[src/rtl/dram_host_pkg.sv]
package dram_host_pkg;

    typedef enum logic [1:0] {
        BUS_M68 = 2'b00,
        BUS_I80 = 2'b01,
        BUS_SER = 2'b10,
        BUS_OFF = 2'b11
    } bus_mode_e;

    typedef enum logic [1:0] {
        ST_RESET = 2'b00,
        ST_IDLE  = 2'b01,
        ST_FETCH = 2'b10
    } port_state_e;

    typedef struct packed {
        logic       valid;
        logic       rd;
        logic       dc;
        logic [7:0] dat;
    } host_ev_t;

    localparam logic [3:0] CMD_PAGE   = 4'b1011;
    localparam logic [3:0] CMD_COL_HI = 4'b0001;
    localparam logic [3:0] CMD_COL_LO = 4'b0000;

endpackage

[src/rtl/host_strobe_decode.sv]
module host_strobe_decode
    import dram_host_pkg::*;
(
    input  logic       clk,
    input  logic       rst_n,
    input  logic [1:0] mode,
    input  logic       cs_n,
    input  logic       dc,
    input  logic       rw_wrn,
    input  logic       e_rdn,
    input  logic [7:0] din,
    input  logic       sclk,
    input  logic       sdin,
    output host_ev_t   ev
);

    logic       e_q;
    logic       w_q;
    logic       sclk_q;
    logic [6:0] shift_q;
    logic [2:0] bit_cnt;

    logic m68_hit;
    logic i80_wr;
    logic i80_rd;
    logic ser_hit;
    logic ser_done;

    always_comb begin
        m68_hit  = (mode == BUS_M68) && !cs_n && e_rdn && !e_q;
        i80_wr   = (mode == BUS_I80) && !cs_n && !rw_wrn && w_q;
        i80_rd   = (mode == BUS_I80) && !cs_n && !e_rdn && e_q;
        ser_hit  = (mode == BUS_SER) && !cs_n && sclk && !sclk_q;
        ser_done = ser_hit && (bit_cnt == 3'd7);
    end

    always_ff @(posedge clk or negedge rst_n) begin
        if (!rst_n) begin
            e_q    <= 1'b1;
            w_q    <= 1'b1;
            sclk_q <= 1'b1;
        end else begin
            e_q    <= e_rdn;
            w_q    <= rw_wrn;
            sclk_q <= sclk;
        end
    end

    always_ff @(posedge clk or negedge rst_n) begin
        if (!rst_n) begin
            shift_q <= '0;
            bit_cnt <= '0;
        end else if (cs_n || (mode != BUS_SER)) begin
            bit_cnt <= '0;
        end else if (ser_hit) begin
            shift_q <= {shift_q[5:0], sdin};
            bit_cnt <= bit_cnt + 3'd1;
        end
    end

    always_ff @(posedge clk or negedge rst_n) begin
        if (!rst_n) begin
            ev <= '0;
        end else begin
            ev.valid <= m68_hit || i80_wr || i80_rd || ser_done;
            ev.rd    <= m68_hit ? rw_wrn : (!i80_wr && i80_rd);
            ev.dc    <= dc;
            ev.dat   <= ser_done ? {shift_q, sdin} : din;
        end
    end

    // a deselected bus produces no event
    a_r11_cs_gates: assert property (@(posedge clk) disable iff (!rst_n)
        cs_n |=> !ev.valid);

    // a completed serial byte always becomes a write
    a_r10_serial_write_only: assert property (@(posedge clk) disable iff (!rst_n)
        ser_done |=> (ev.valid && !ev.rd));

endmodule

[src/rtl/col_page_ptr.sv]
module col_page_ptr
    import dram_host_pkg::*;
#(
    parameter int PAGES = 16,
    parameter int COLS  = 96
) (
    input  logic                       clk,
    input  logic                       rst_n,
    input  logic                       cmd_we,
    input  logic [7:0]                 cmd_byte,
    input  logic                       adv,
    output logic [$clog2(PAGES)-1:0]   page,
    output logic [$clog2(COLS)-1:0]    col
);

    localparam int PG_W  = $clog2(PAGES);
    localparam int COL_W = $clog2(COLS);
    localparam logic [COL_W-1:0] COL_LAST = COL_W'(COLS - 1);

    logic [3:0] op;
    assign op = cmd_byte[7:4];

    always_ff @(posedge clk or negedge rst_n) begin
        if (!rst_n) begin
            page <= '0;
            col  <= '0;
        end else if (cmd_we) begin
            unique case (op)
                CMD_PAGE:   page          <= cmd_byte[PG_W-1:0];
                CMD_COL_HI: col[COL_W-1:4] <= cmd_byte[COL_W-5:0];
                CMD_COL_LO: col[3:0]       <= cmd_byte[3:0];
                default:    ;
            endcase
        end else if (adv) begin
            col <= (col >= COL_LAST) ? '0 : col + COL_W'(1);
        end
    end

    // the last column is used once, then the pointer restarts at zero
    a_r6_wrap_at_last: assert property (@(posedge clk) disable iff (!rst_n)
        (adv && !cmd_we && col == COL_LAST) |=> (col == '0));

    // data accesses never move the page
    a_r4_page_kept: assert property (@(posedge clk) disable iff (!rst_n)
        (adv && !cmd_we) |=> $stable(page));

    // a page command leaves the column alone
    a_r5_page_cmd_col_stable: assert property (@(posedge clk) disable iff (!rst_n)
        (cmd_we && op == CMD_PAGE) |=> $stable(col));

    // unknown command bytes alter no address
    a_r3_unknown_cmd: assert property (@(posedge clk) disable iff (!rst_n)
        (cmd_we && op != CMD_PAGE && op != CMD_COL_HI && op != CMD_COL_LO)
        |=> ($stable(col) && $stable(page)));

endmodule

[src/rtl/dram_host_port.sv]
module dram_host_port
    import dram_host_pkg::*;
#(
    parameter int PAGES      = 16,
    parameter int COLS       = 96,
    parameter int RST_CYCLES = 16
) (
    input  logic                              clk,
    input  logic                              rst_n,
    input  logic [1:0]                        bus_mode,
    input  logic                              cs_n,
    input  logic                              dc,
    input  logic                              rw_wrn,
    input  logic                              e_rdn,
    input  logic [7:0]                        din,
    output logic [7:0]                        dout,
    input  logic                              sclk,
    input  logic                              sdin,
    input  logic                              disp_on,
    input  logic                              exec_busy,
    output logic [$clog2(PAGES*COLS)-1:0]     ram_addr,
    output logic                              ram_we,
    output logic [7:0]                        ram_wdata,
    output logic                              ram_re,
    input  logic [7:0]                        ram_rdata
);

    localparam int PG_W   = $clog2(PAGES);
    localparam int COL_W  = $clog2(COLS);
    localparam int ADDR_W = $clog2(PAGES*COLS);
    localparam int RCNT_W = $clog2(RST_CYCLES + 1);

    host_ev_t           ev;
    logic [PG_W-1:0]    page;
    logic [COL_W-1:0]   col;

    port_state_e        state_q, state_d;
    logic [RCNT_W-1:0]  rst_cnt;
    logic [7:0]         rd_latch;
    logic [7:0]         dout_q;

    logic in_reset;
    logic accept;
    logic stat_rd;
    logic data_wr;
    logic data_rd;
    logic cmd_wr;
    logic [7:0] status;

    host_strobe_decode u_dec (
        .clk    (clk),
        .rst_n  (rst_n),
        .mode   (bus_mode),
        .cs_n   (cs_n),
        .dc     (dc),
        .rw_wrn (rw_wrn),
        .e_rdn  (e_rdn),
        .din    (din),
        .sclk   (sclk),
        .sdin   (sdin),
        .ev     (ev)
    );

    col_page_ptr #(.PAGES(PAGES), .COLS(COLS)) u_ptr (
        .clk      (clk),
        .rst_n    (rst_n),
        .cmd_we   (cmd_wr),
        .cmd_byte (ev.dat),
        .adv      (data_wr || data_rd),
        .page     (page),
        .col      (col)
    );

    // event qualification and status assembly
    always_comb begin
        in_reset = (state_q == ST_RESET);
        accept   = ev.valid && (state_q == ST_IDLE);
        stat_rd  = ev.valid && ev.rd && !ev.dc && (state_q != ST_FETCH);
        data_wr  = accept && !ev.rd && ev.dc;
        data_rd  = accept && ev.rd && ev.dc;
        cmd_wr   = accept && !ev.rd && !ev.dc;
        status   = {exec_busy || in_reset, disp_on, in_reset, 5'b00000};
    end

    // next-state logic
    always_comb begin
        state_d = state_q;
        unique case (state_q)
            ST_RESET: if (rst_cnt == RCNT_W'(RST_CYCLES - 1)) state_d = ST_IDLE;
            ST_IDLE:  if (data_rd) state_d = ST_FETCH;
            ST_FETCH: state_d = ST_IDLE;
            default:  state_d = ST_RESET;
        endcase
    end

    // state register
    always_ff @(posedge clk or negedge rst_n) begin
        if (!rst_n) begin
            state_q <= ST_RESET;
            rst_cnt <= '0;
        end else begin
            state_q <= state_d;
            if (in_reset) rst_cnt <= rst_cnt + RCNT_W'(1);
        end
    end

    // outputs: RAM port
    always_comb begin
        ram_addr  = ADDR_W'(page) * ADDR_W'(COLS) + ADDR_W'(col);
        ram_we    = data_wr;
        ram_wdata = ev.dat;
        ram_re    = data_rd;
    end

    // outputs: read latch and host data
    always_ff @(posedge clk or negedge rst_n) begin
        if (!rst_n) begin
            rd_latch <= '0;
            dout_q   <= '0;
        end else begin
            if (state_q == ST_FETCH) rd_latch <= ram_rdata;
            if (stat_rd)             dout_q   <= status;
            else if (data_rd)        dout_q   <= rd_latch;
        end
    end

    assign dout = dout_q;

    // a RAM read is followed by exactly one fetch cycle
    a_r7_fetch_after_read: assert property (@(posedge clk) disable iff (!rst_n)
        ram_re |=> (state_q == ST_FETCH && !ram_re));

    // the host sees the latch content from before the access
    a_r7_stale_to_host: assert property (@(posedge clk) disable iff (!rst_n)
        ram_re |=> (dout == $past(rd_latch)));

    // no RAM traffic during the reset sequence
    a_r1_reset_quiet: assert property (@(posedge clk) disable iff (!rst_n)
        in_reset |-> (!ram_we && !ram_re));

    // a status read during the reset sequence reports busy and reset
    a_r2_status_in_reset: assert property (@(posedge clk) disable iff (!rst_n)
        (stat_rd && in_reset) |=> (dout[7] && dout[5] && dout[4:0] == 5'b0));

endmodule

[config.mk]
export PLATFORM = sky130hd
export DESIGN_NAME = dram_host_port
export DESIGN_NICKNAME = d
export VERILOG_FILES = /design/src/rtl/dram_host_pkg.sv /design/src/rtl/host_strobe_decode.sv /design/src/rtl/col_page_ptr.sv /design/src/rtl/dram_host_port.sv
export SDC_FILE = /design/constraint.sdc
export NUM_CORES = 1
export LEC_CHECK = 0
export BUFFER_PORTS_ARGS = -buffer_cell sky130_fd_sc_hd__buf_4
export CELL_PAD_IN_SITES_DETAIL_PLACEMENT = 0
export CELL_PAD_IN_SITES_GLOBAL_PLACEMENT = 2
export CORE_MARGIN = 1
export CORE_UTILIZATION = 39
export DETAILED_ROUTE_END_ITERATION = 12
export HOLD_SLACK_MARGIN = 0.15
export PLACE_DENSITY_LB_ADDON = 0.1
export SLEW_MARGIN = 20
export SYNTH_ARGS = -nofsm -noshare
export SYNTH_HDL_FRONTEND = slang
export SYNTH_SLANG_ARGS = --single-unit
[constraint.sdc]
create_clock -name clk -period 4.5 [get_ports clk]
set_input_delay 0.45 -clock clk [delete_from_list [all_inputs] [get_ports clk]]
set_output_delay 0.45 -clock clk [all_outputs]
set_load 0.01 [all_outputs]
=== After elaboration in Yosys (flattened, before gate mapping) ===
Index checks and enable logic that the tools add are counted.

* Bits of input ports: 28
* Output and inout port bits: 29
* Bits in registers: 58

* Bitwise gates (word level): 1
* Multiplexer cells: 14
* Reductions and logical operators: 47
* Add/sub/neg operators: 4
* Eq/ne operators: 14
* Magnitude comparators: 1
* $mul: 1

{| class="wikitable"
|+ Operators by type and width
! operator !! count
|-
| 8-bit two-way mux || 3
|-
| 1-bit logical AND || 22
|-
| 7-bit two-way mux || 3
|-
| 11-bit by 7-bit adder with 11-bit output || 1
|-
| 2-bit AND reduction || 5
|-
| 3-bit two-way mux || 3
|-
| 1-bit zero test || 8
|-
| 7-bit by 1-bit adder with 7-bit output (second input constant) || 1
|-
| 7-bit greater-or-equal comparator (second input constant) || 1
|-
| 1-bit logical OR || 6
|-
| 4-bit by 2-bit multiplier with 6-bit output (second input constant) || 1
|-
| 2-bit by 1-bit != test with 1-bit output (second input constant) || 3
|-
| 2-bit != test (second input constant) || 3
|-
| 2-bit case mux with 3 select lines || 1
|-
| 2-bit nonzero test || 3
|-
| 5-bit by 1-bit adder with 5-bit output (second input constant) || 1
|-
| 5-bit by 4-bit == test with 1-bit output (second input constant) || 1
|-
| 2-bit by 1-bit == test with 1-bit output (second input constant) || 2
|-
| 2-bit == test (second input constant) || 2
|-
| 4-bit by 1-bit == test with 1-bit output (second input constant) || 1
|-
| 4-bit == test (second input constant) || 1
|-
| 2-bit zero test || 2
|-
| 4-bit zero test || 1
|-
| 2-bit two-way mux || 2
|-
| 5 further kinds || 5
|}

=== Depth between registers and ports, before layout ===
Gate-level depths: netlist of the first run.

* Depth after elaboration: 7
* Mapped depth: 6
* Gate-level depth less buffers: 6

=== By module ===
From an unflattened synthesis of the first run, not the netlist that was laid out.

* Cell total of the unflattened synthesis: 250
* Area total of the unflattened synthesis: 2960.3 sq um

{| class="wikitable"
|+ By module, submodules not included
! module !! cells an instance !! times used !! area an instance (sq um)
|-
| dram_host_port || 121 || 1 || 1321.3
|-
| host_strobe_decode || 67 || 1 || 994.7
|-
| col_page_ptr || 62 || 1 || 644.4
|}

=== Worst setup path before layout of the first run ===
Ideal clock, no wire load.

* Path type: flip-flop to output port
* Start: reg u_ptr.page[1]
* End: out ram_addr[10]
* Path slack: 2.237 ns
* Buffers on the path: 0
* Stages on the path, launching flop included: 6
* Arrival time: 1.813 ns
* Path through: dfrtp_1 ha_1 fa_1 nand2_1 or3_1 o22ai_1

* Cells in the longest elaborated chain, start to end: 2

{| class="wikitable"
|+ RTL lines
! item !! line !! RTL
|-
| from (decl) || col_page_ptr.sv:12 || <nowiki>output logic [$clog2(PAGES)-1:0] page,</nowiki>
|-
| from (signal assigned) || col_page_ptr.sv:29 || <nowiki>CMD_PAGE: page <= cmd_byte[PG_W-1:0];</nowiki>
|-
| 4-bit by 2-bit multiplier with 6-bit output || dram_host_port.sv:109 || <nowiki>ram_addr = ADDR_W'(page) * ADDR_W'(COLS) + ADDR_W'(col);</nowiki>
|-
| 11-bit by 7-bit adder with 11-bit output || dram_host_port.sv:109 ||
|-
| to (decl) || dram_host_port.sv:21 || <nowiki>output logic [$clog2(PAGES*COLS)-1:0] ram_addr,</nowiki>
|}

No other way between the ends.

=== Worst setup path in the final report of the first run ===
Same ends and word-level chain as after synthesis.

==> metrics, run 1 <==
status=finished clean; final setup vio count=0; DP Worst Slack=2.12 ns; CTS tree=yes; drt first pass iters=4; die width=89.3 um; 1st-iter DRT viols=68; worst hold path class=in -> async; sequential share of power=46.2%; largest fanout on the critical path=4; Hold Buf Count CTS=0; Rel. slew slack=50.2%; total power=1.35 mW; post-layout net count=343; CP Launch Type=flip-flop; Mapped Area=2970 um2; count of flip-flops with a built-in enable after synthesis=0; leakage=1.73 nW; Final Max Slew Viols=0; Worst Setup Path Type=reg -> out; first-pass GRT wire length=9740 um; P_sw=0.376 mW; top cells by area, synth=dfrtp_1 46%, mux2_2 10%, ha_1 4.6%; initial antenna violation count=0; # diodes=0; post-synthesis instance total=252; Max Freq=0.367 GHz; Sw Share=27.9%; crit path time final=2.73 ns; Pint=0.974 mW; Root Buffer=clkbuf_8; IO Count=57; Initial Utilization=40.7%; Synth area leader=dfrtp_1; combinational power share=17.1%; DP Wirelength=4100 um; # clock sinks=58; Clock transition at path regs=0.07 ns; Cell variety after synth=57; Non-Filler Instances=406; Final Wtd Congestion=0.704; drc violations=0; Mapped Nets=293; # fillers=697; CP delay by family, top=adder cells; Synth top area share=46.3%; Max Cap Viol=0; placed instance count=390; clk buf depth=2; row cnt=31; largest net degree at the start of global routing=59; Max VDD drop=0.171 mV; gr usage total=16.5%; data arrival time of the critical path=2.28 ns; Area Overhead vs Synth=21.3%; worst skew pair latency=0.33 ns; Antenna Violating Nets Remaining=0; period utilization=60.6%; critical-path cell list=ha_1, fa_1, nand2_1, or3_1, o22ai_1, buf_4; via density per instance=5.05; CP endpoint kind=output pin; Slowest Stage Delay on Critical Path=0.54 ns; via count of the first global-routing pass=2030; post-route setup TNS=0 ns; Total Wirelength=5830 um; critical path buffer and inverter count=1; Final Hold Violating Endpoints=0; Cell Pwr Density=375 nW/um2; final setup margin=1.77 ns; Die ar.=7970 um2; Async SR Flop Fraction=100%; worst slew pin tran=0.748 ns; Num CTS Buffers=9; FF+latch count, synth=58; routed len/inst=14.4 um; post-CTS setup buffer count=0; H-tree depth=3; die height=89.3 um; Synth Warn #=0; Worst Path Required=4.05 ns; Clock power frac=36.7%; Seq/Total Area, Yosys=49.0%; core area=7290 um2; r2r setup slk=2.43 ns; Buffers on Ports=56; ys flop type=dfrtp_1; crit path max-delay cell type=fa_1; Mean Syn Cell Area=11.8 um2; Vias=2051; clock skew=0.00890 ns; layout cells sized above 1=35.8%; # resized after CTS=0; RSZ-0062 raised after global routing=false; total gr overflow=0; final core occ=49.4%
[sequential cells by signal, summed over array words and instances, names as in the netlist, 2 cells and up]
signal	count
u_dec.ev	11
dout	8
rd_latch	8
u_dec.shift_q	7
u_ptr.col	7
rst_cnt	5
u_ptr.page	4
u_dec.bit_cnt	3
state_q	2
[cell type report]
| class | instances | area, um2 | share of cell area, % |
|---|---|---|---|
| flip-flops and latches | 58 | 1460 | 40.4 |
| multi-input cells | 167 | 1360 | 37.7 |
| repair buffers | 57 | 428 | 11.9 |
| clock buffers | 12 | 155 | 4.31 |
| well taps | 99 | 124 | 3.44 |
| clock inverters | 4 | 50.0 | 1.39 |
| inverters | 9 | 33.8 | 0.938 |
[path summary, 6_finish.rpt]
path | start | cells after the start | to
setup / recovery | u_ptr.page[1] | 6 | ram_addr[10]
hold / removal | rst_n | 1 | u_ptr.col[0]
setup reg to reg | u_ptr.col[0] | 5 | u_ptr.col[4]
hold reg to reg | rst_cnt[3] | 1 | rst_cnt[3]
max in group asynchronous | rst_n | 1 | u_dec.ev[10]
min in group clk | sclk | 1 | u_dec.sclk_q
[cell usage in the layout, fill, tap and decap left out, types with 3 or more instances in the layout]
cell type,synthesis,final
a31oi_1,3,3
mux2_2,27,27
clkbuf_8,0,11
a21oi_1,10,10
dfstp_2,3,3
inv_1,9,9
xnor2_1,5,5
and3_1,4,4
mux2i_1,4,4
xor2_1,4,4
o21ai_0,9,9
o31ai_1,3,3
buf_4,13,57
a22o_1,5,5
nand2_1,8,8
nand3_1,11,11
nand4b_1,3,3
nor2b_1,4,4
dfrtp_1,55,55
ha_1,11,11
nor2_1,12,12
nor3_1,3,3
[power groups by stage]
stage	registers [mW]	clock network, mW	logic [mW]
2_1_floorplan	0.617	0	0.172
3_3_place_gp	0.633	0	0.232
3_5_place_dp	0.633	0	0.233
4_1_cts	0.624	0.508	0.234
5_1_grt	0.633	0.528	0.261
6_report	0.624	0.495	0.231
[metal layers]
layer  share of wire, %  up-vias  GRT usage, %
met3                5.9        9          4.80
met2                 45       43          24.4
met1                 48      981          22.4
met4                1.6        0          7.36
li1                   -     1018             -
met5                  0        -             0
[cells by family (layout without fill, tap and decap cells)]
kind of cell | after synthesis | after routing | synth area share [%]
flops | 58 | 58 | 49.0
fa+ha+maj | 13 | 13 | 5.98
mux | 31 | 31 | 11.6
compound gates | 50 | 50 | 12.4
simple gates | 64 | 64 | 13.1
xor+xnor | 9 | 9 | 2.65
buf+inv | 27 | 82 | 5.35
[worst reg2reg max path, delay by kind of cell, from the launching register on]
family          cells  cell delay, ns
simple gates        2            0.55
flops               1            0.46
fa+ha+maj           1            0.30
compound gates      2            0.70
[per-stage QoR]
| stage | instance area (um2) | hold WS (ns) |
|---|---|---|
| 2_1_floorplan | 2970 | 0.154 |
| 3_3_place_gp | 3400 | 0.458 |
| 3_5_place_dp | 3400 | 0.461 |
| 4_1_cts | 3600 | 0.202 |
| 5_1_grt | 3600 | 0.216 |
| 6_report | 3600 | 0.163 |
[cells in the mapped netlist, types with 2 or more instances]
cell type,instances
nand3_1,11
xnor2_1,5
a41oi_1,2
clkbuf_1,3
xor2_1,4
a2bb2oi_1,2
nor3_1,3
nor2_1,12
nand2_1,8
fa_1,2
buf_4,13
nor2b_1,4
and3_1,4
or3_1,2
o21bai_1,2
inv_1,9
dfstp_2,3
o31ai_1,3
a21oi_1,10
a22o_1,5
ha_1,11
o21ai_0,9
nor4b_1,2
mux2i_1,4
a31oi_1,3
nand4b_1,3
o2bb2ai_1,2
mux2_2,27
dfrtp_1,55
nand2b_1,2
(Power assumes the default switching activity.)
==> run 2: changes to the inputs <==
--- a/config.mk
+++ b/config.mk
@@ -9,7 +9,7 @@
 export CELL_PAD_IN_SITES_DETAIL_PLACEMENT = 0
 export CELL_PAD_IN_SITES_GLOBAL_PLACEMENT = 2
 export CORE_MARGIN = 1
-export CORE_UTILIZATION = 39
+export CORE_UTILIZATION = 33
 export DETAILED_ROUTE_END_ITERATION = 12
 export HOLD_SLACK_MARGIN = 0.15
 export PLACE_DENSITY_LB_ADDON = 0.1
==> constraint.sdc (replaced) <==
create_clock -name clk -period 2.2 [get_ports clk]
set_input_delay 0.22 -clock clk [delete_from_list [all_inputs] [get_ports clk]]
set_output_delay 0.22 -clock clk [all_outputs]
set_load 0.01 [all_outputs]
==> run 2 against run 1 <==
The flow now finishes with violations (negative setup slack). Sequential share of layout area fell by 3.6 points. Clock power rose by 100%. Via count rose by 7.6%. Core utilization down 4.0 points. Register-to-register slack worse by 2.1 ns. Combinational power increased by 140%. Largest cell class unchanged. Setup slack worse by 2.0 ns. Non-clock buffer count grew 36. Clock skew rose by 0.0018 ns. Hold slack better by 0.0091 ns. Sequential power grew 100%.
==> metrics, run 2 (synthesis gave the netlist of run 1 again) <==
routed len/inst=14.4 um; RSZ-0062 raised after global routing=true; initial antenna violation count=0; drc violations=0; Max Freq=0.421 GHz; CP Launch Type=flip-flop; Worst Path Required=1.98 ns; # fillers=817; CTS tree=yes; Vias=2206; crit path max-delay cell type=fa_2; Max VDD drop=0.307 mV; Clock transition at path regs=0.06 ns; Final Hold Violating Endpoints=0; status=finished, violations left; worst slew pin tran=0.740 ns; die width=96.9 um; Final Max Slew Viols=0; Max Cap Viol=0; Post-DP Area=3480 um2; leakage=1.90 nW; period utilization=108%; Cell Pwr Density=713 nW/um2; DP Wirelength=4450 um; most common cell after layout, fill and taps aside=buf_4; Non-Filler Instances=451; max reg flops=11; final setup vio count=1; Num CTS Buffers=9; H-tree depth=3; clock skew=0.0107 ns; critical-path cell list=ha_2, fa_2, nand2_2, or3_1, o22ai_1, buf_4; final setup margin=-0.178 ns; Worst Setup Path Type=reg -> out; most flop-heavy register=u_dec.ev; violated checks=negative setup slack; crit path time final=2.38 ns; # diodes=0; core area=8720 um2; Final Wtd Congestion=0.693; Root Buffer=clkbuf_8; Rel. slew slack=50.6%; gr usage total=14.6%; design area=3960 um2; die height=96.9 um; data arrival time of the critical path=2.16 ns; via density per instance=4.89; row cnt=34; r2r setup slk=0.33 ns; worst skew pair latency=0.33 ns; CP delay by family, top=adder cells; Area Overhead vs Synth=33.2%; Buffers on Ports=56; Total Wirelength=6510 um; total gr overflow=0; critical path buffer and inverter count=1; layout cells sized above 1=36.2%; Initial Utilization=34.1%; placed instance count=409; clk buf depth=2; first-pass GRT wire length=10900 um; CP endpoint kind=output pin; drt first pass iters=4; worst hold path class=in -> reg; IO Count=57; most frequent cells in the layout=68 x buf_4, 55 x dfrtp_1, 27 x mux2_2, 25 x dlygate4sd3_1, 12 x nor2_1; 1st-iter DRT viols=48; Slowest Stage Delay on Critical Path=0.54 ns; Die ar.=9380 um2; largest net degree at the start of global routing=59; post-layout net count=379; via count of the first global-routing pass=2123; largest fanout on the critical path=3; Antenna Violating Nets Remaining=0; # clock sinks=58
## run 2: path summary, 6_finish.rpt
kind	start	to	depth (start not counted)
setup / recovery	u_ptr.page[0]	ram_addr[10]	6
hold / removal	exec_busy	dout[7]	3
setup reg to reg	u_ptr.col[1]	u_ptr.col[4]	5
hold reg to reg	rst_cnt[3]	rst_cnt[3]	1
max in group asynchronous	rst_n	u_dec.shift_q[0]	2
min in group asynchronous	rst_n	u_ptr.col[3]	2
## run 2: layout make-up
type	instances	area, um2	area share [%]
repair buffers	93	761	19.2
inverters	9	33.8	0.854
flip-flops and latches	58	1460	36.8
multi-input cells	167	1370	34.7
clock inverters	3	40.0	1.01
well taps	108	135	3.42
clock buffers	13	159	4.02
## run 2: what timing repair did
action / in CTS / in global routing
gates cloned: 0 / 0
setup buffers: 1 / 0
endpoints found under the setup margin: 3 / 3
resized for setup: 2 / 2
hold endpoints to repair: 78 / 0
hold buffers: 25 / 0
## run 2: metal layers
| metal | track usage, % | share of wire, % | wire length, um | up-vias |
|---|---|---|---|---|
| met5 | 0 | 0 | 0 | - |
| met3 | 4.34 | 3.3 | 214 | 4 |
| met4 | 4.48 | 0.91 | 59 | 0 |
| met1 | 19.3 | 47 | 3070 | 1070 |
| li1 | - | - | - | 1093 |
| met2 | 23.1 | 49 | 3160 | 39 |
## run 2: where the power goes
part	switching, mW	total (mW)	internal, mW
sequential	0.0996	1.26	1.16
combinational	0.257	0.553	0.295
clock	0.420	1.00	0.582
## run 2: tightest hold or removal path: stages
cell and delay, ns:
buf_4 0.08, a2bb2oi_1 0.04, o2bb2ai_1 0.13
## run 2: stage by stage
stage | TNS, ns | hold WS, ns | util [%] | power (mW) | setup WS [ns]
6_report | -0.178 | 0.172 | 45.4 | 2.82 | -0.178
4_1_cts | -0.253 | 0.157 | 45.2 | 2.86 | -0.181
2_1_floorplan | 0 | -0.0756 | - | 1.61 | 0.167
3_5_place_dp | 0 | 0.332 | 39.9 | 1.80 | 0.103
5_1_grt | -0.396 | 0.181 | 45.4 | 2.97 | -0.271
3_3_place_gp | 0 | 0.330 | 39.9 | 1.80 | 0.138
==> run 3: changes to the inputs <==
--- a/config.mk
+++ b/config.mk
@@ -13,7 +13,9 @@
 export DETAILED_ROUTE_END_ITERATION = 12
 export HOLD_SLACK_MARGIN = 0.15
 export PLACE_DENSITY_LB_ADDON = 0.1
+export REMOVE_ABC_BUFFERS = 1
 export SLEW_MARGIN = 20
 export SYNTH_ARGS = -nofsm -noshare
 export SYNTH_HDL_FRONTEND = slang
 export SYNTH_SLANG_ARGS = --single-unit
+export TNS_END_PERCENT = 10
==> run 3 against run 2 <==
The run still ends with negative setup slack left. Final cell count increased by 0.22%. Fmax up 2.1%. Via count decreased by 0.36%. Non-clock buffer count increased by 1. Total power is 4.8% lower. Setup slack improved by 0.050 ns. Wire length fell by 0.66%. Largest power group unchanged.
==> metrics, run 3 (synthesis gave the netlist of run 1 again) <==
clk buf depth=2; total power=2.68 mW; most common cell after layout, fill and taps aside=buf_4; drt first pass iters=4; initial antenna violation count=0; worst skew pair latency=0.34 ns; placed instance count=408; Final Wtd Congestion=0.739; layout cells sized above 1=37.2%; final setup margin=-0.128 ns; crit path time final=2.33 ns; # diodes=0; WHS=0.183 ns; Pint=1.86 mW; data arrival time of the critical path=2.11 ns; Max Freq=0.429 GHz; post-layout net count=380; Worst Setup Path Type=reg -> out; largest fanout on the critical path=2; Non-Filler Instances=452; P_sw=0.821 mW; worst slew pin tran=0.755 ns; gr usage total=15.0%; status=finished, violations left; post-route setup TNS=-0.230 ns; H-tree depth=3; die height=96.9 um; RSZ-0062 raised after global routing=true; worst hold path class=in -> reg; die width=96.9 um; Final Hold Violating Endpoints=0; Final Max Slew Viols=0; violated checks=negative setup slack; Clock power frac=32.7%; final setup vio count=2; sequential share of power=47.3%; period utilization=106%; clock skew=0.0106 ns; routed len/inst=14.3 um; CP Launch Type=flip-flop; via count of the first global-routing pass=2288; Critical R2R Capture=u_ptr.col[4]; Rel. slew slack=49.7%; Initial Utilization=34.1%; Clock transition at path regs=0.06 ns; Vias=2198; core area=8720 um2; DP Wirelength=4340 um; final core occ=45.3%; Sw Share=30.6%; worst hold path endpoint=dout[7]; total gr overflow=0; via density per instance=4.86; met1 Track Usage GR=20.0%; most flop-heavy register=u_dec.ev; Die ar.=9380 um2; row cnt=34; Reg-to-Reg Start=u_ptr.col[0]; Max Cap Viol=0; CTS tree=yes; Cell Pwr Density=679 nW/um2; Num CTS Buffers=9; first-pass GRT wire length=11200 um; max reg flops=11; CP endpoint kind=output pin; IO Count=57; drc violations=0; met2 GRT Util=22.7%; largest net degree at the start of global routing=59; Max VDD drop=0.328 mV; r2r setup slk=0.25 ns; Total Wirelength=6460 um; busiest grt layer=met2; # clock sinks=58; Antenna Violating Nets Remaining=0; most frequent cells in the layout=68 x buf_4, 55 x dfrtp_1, 27 x mux2_2, 25 x dlygate4sd3_1; GR Util met3=4.55%; Buffers on Ports=56; worst-case reg-to-reg path depth=5; WHS Path Cells=3; hold_sp=exec_busy; Root Buffer=clkbuf_8; combinational power share=20.0%; 1st-iter DRT viols=58; leakage=1.87 nW; Worst Path Required=1.98 ns; Area Overhead vs Synth=33.1%
==> run 3: changes by cell type in the layout (fill, tap and decap cells not counted), sizes merged <==
cell      before  now
buf           68   69
bufinv         1    0
clkbuf        13    9
clkinv         2    3
clkinvlp       0    3
inv            9   10
==> run 3: repair_timing <==
action / 4_1_cts / 5_1_grt
resized for setup: 3 / 3
hold endpoints to repair: 78 / 0
endpoints found under the setup margin: 3 / 3
pin swaps: 5 / 2
hold buffers: 25 / 0
buffers inserted: 2 / 1
==> run 3: worst max-delay path by stage <==
stage / from / end / depth (start not counted)
final: u_ptr.page[1] / ram_addr[10] / 6
after global routing: u_ptr.page[1] / ram_addr[10] / 6
after CTS: u_ptr.page[1] / ram_addr[10] / 6
after detailed placement: u_ptr.page[0] / ram_addr[10] / 6
after global placement: u_ptr.page[0] / ram_addr[10] / 6
after floorplan: u_ptr.page[1] / ram_addr[10] / 5
==> run 3: layout make-up <==
class | instances | area, um2
clock inverters | 7 | 53.8
flip-flops and latches | 58 | 1460
clock buffers | 9 | 124
multi-input cells | 167 | 1380
repair buffers | 94 | 772
well taps | 108 | 135
inverters | 9 | 33.8
fillers | 845 | 4770
==> run 3: power groups by stage <==
| stage | clock network, mW | registers, mW | logic [mW] |
|---|---|---|---|
| after floorplan | 0 | 1.29 | 0.278 |
| after global placement | 0 | 1.29 | 0.499 |
| after detailed placement | 0 | 1.29 | 0.500 |
| after CTS | 0.923 | 1.27 | 0.543 |
| after global routing | 0.961 | 1.29 | 0.609 |
| final | 0.877 | 1.27 | 0.537 |
==> run 3: per-layer routing <==
| metal | share of wire (%) | vias to the layer above |
|---|---|---|
| met3 | 4.3 | 7 |
| li1 | - | 1092 |
| met2 | 48 | 39 |
| met1 | 46 | 1060 |
| met5 | 0 | - |
| met4 | 1.3 | 0 |
==> run 3: stage by stage <==
stage | area [um2] | setup slack (ns)
after global placement | 3480 | 0.146
after floorplan | 2850 | 0.167
after detailed placement | 3480 | 0.123
after global routing | 3950 | -0.217
final | 3950 | -0.128
after CTS | 3940 | -0.206
==> run 3: critical path, cell delays in order (launching register included) <==
cell	delay (ns)
dfrtp_1	0.42
ha_4	0.18
fa_2	0.54
nand2_2	0.06
or3_1	0.30
o22ai_1	0.15
buf_4	0.14
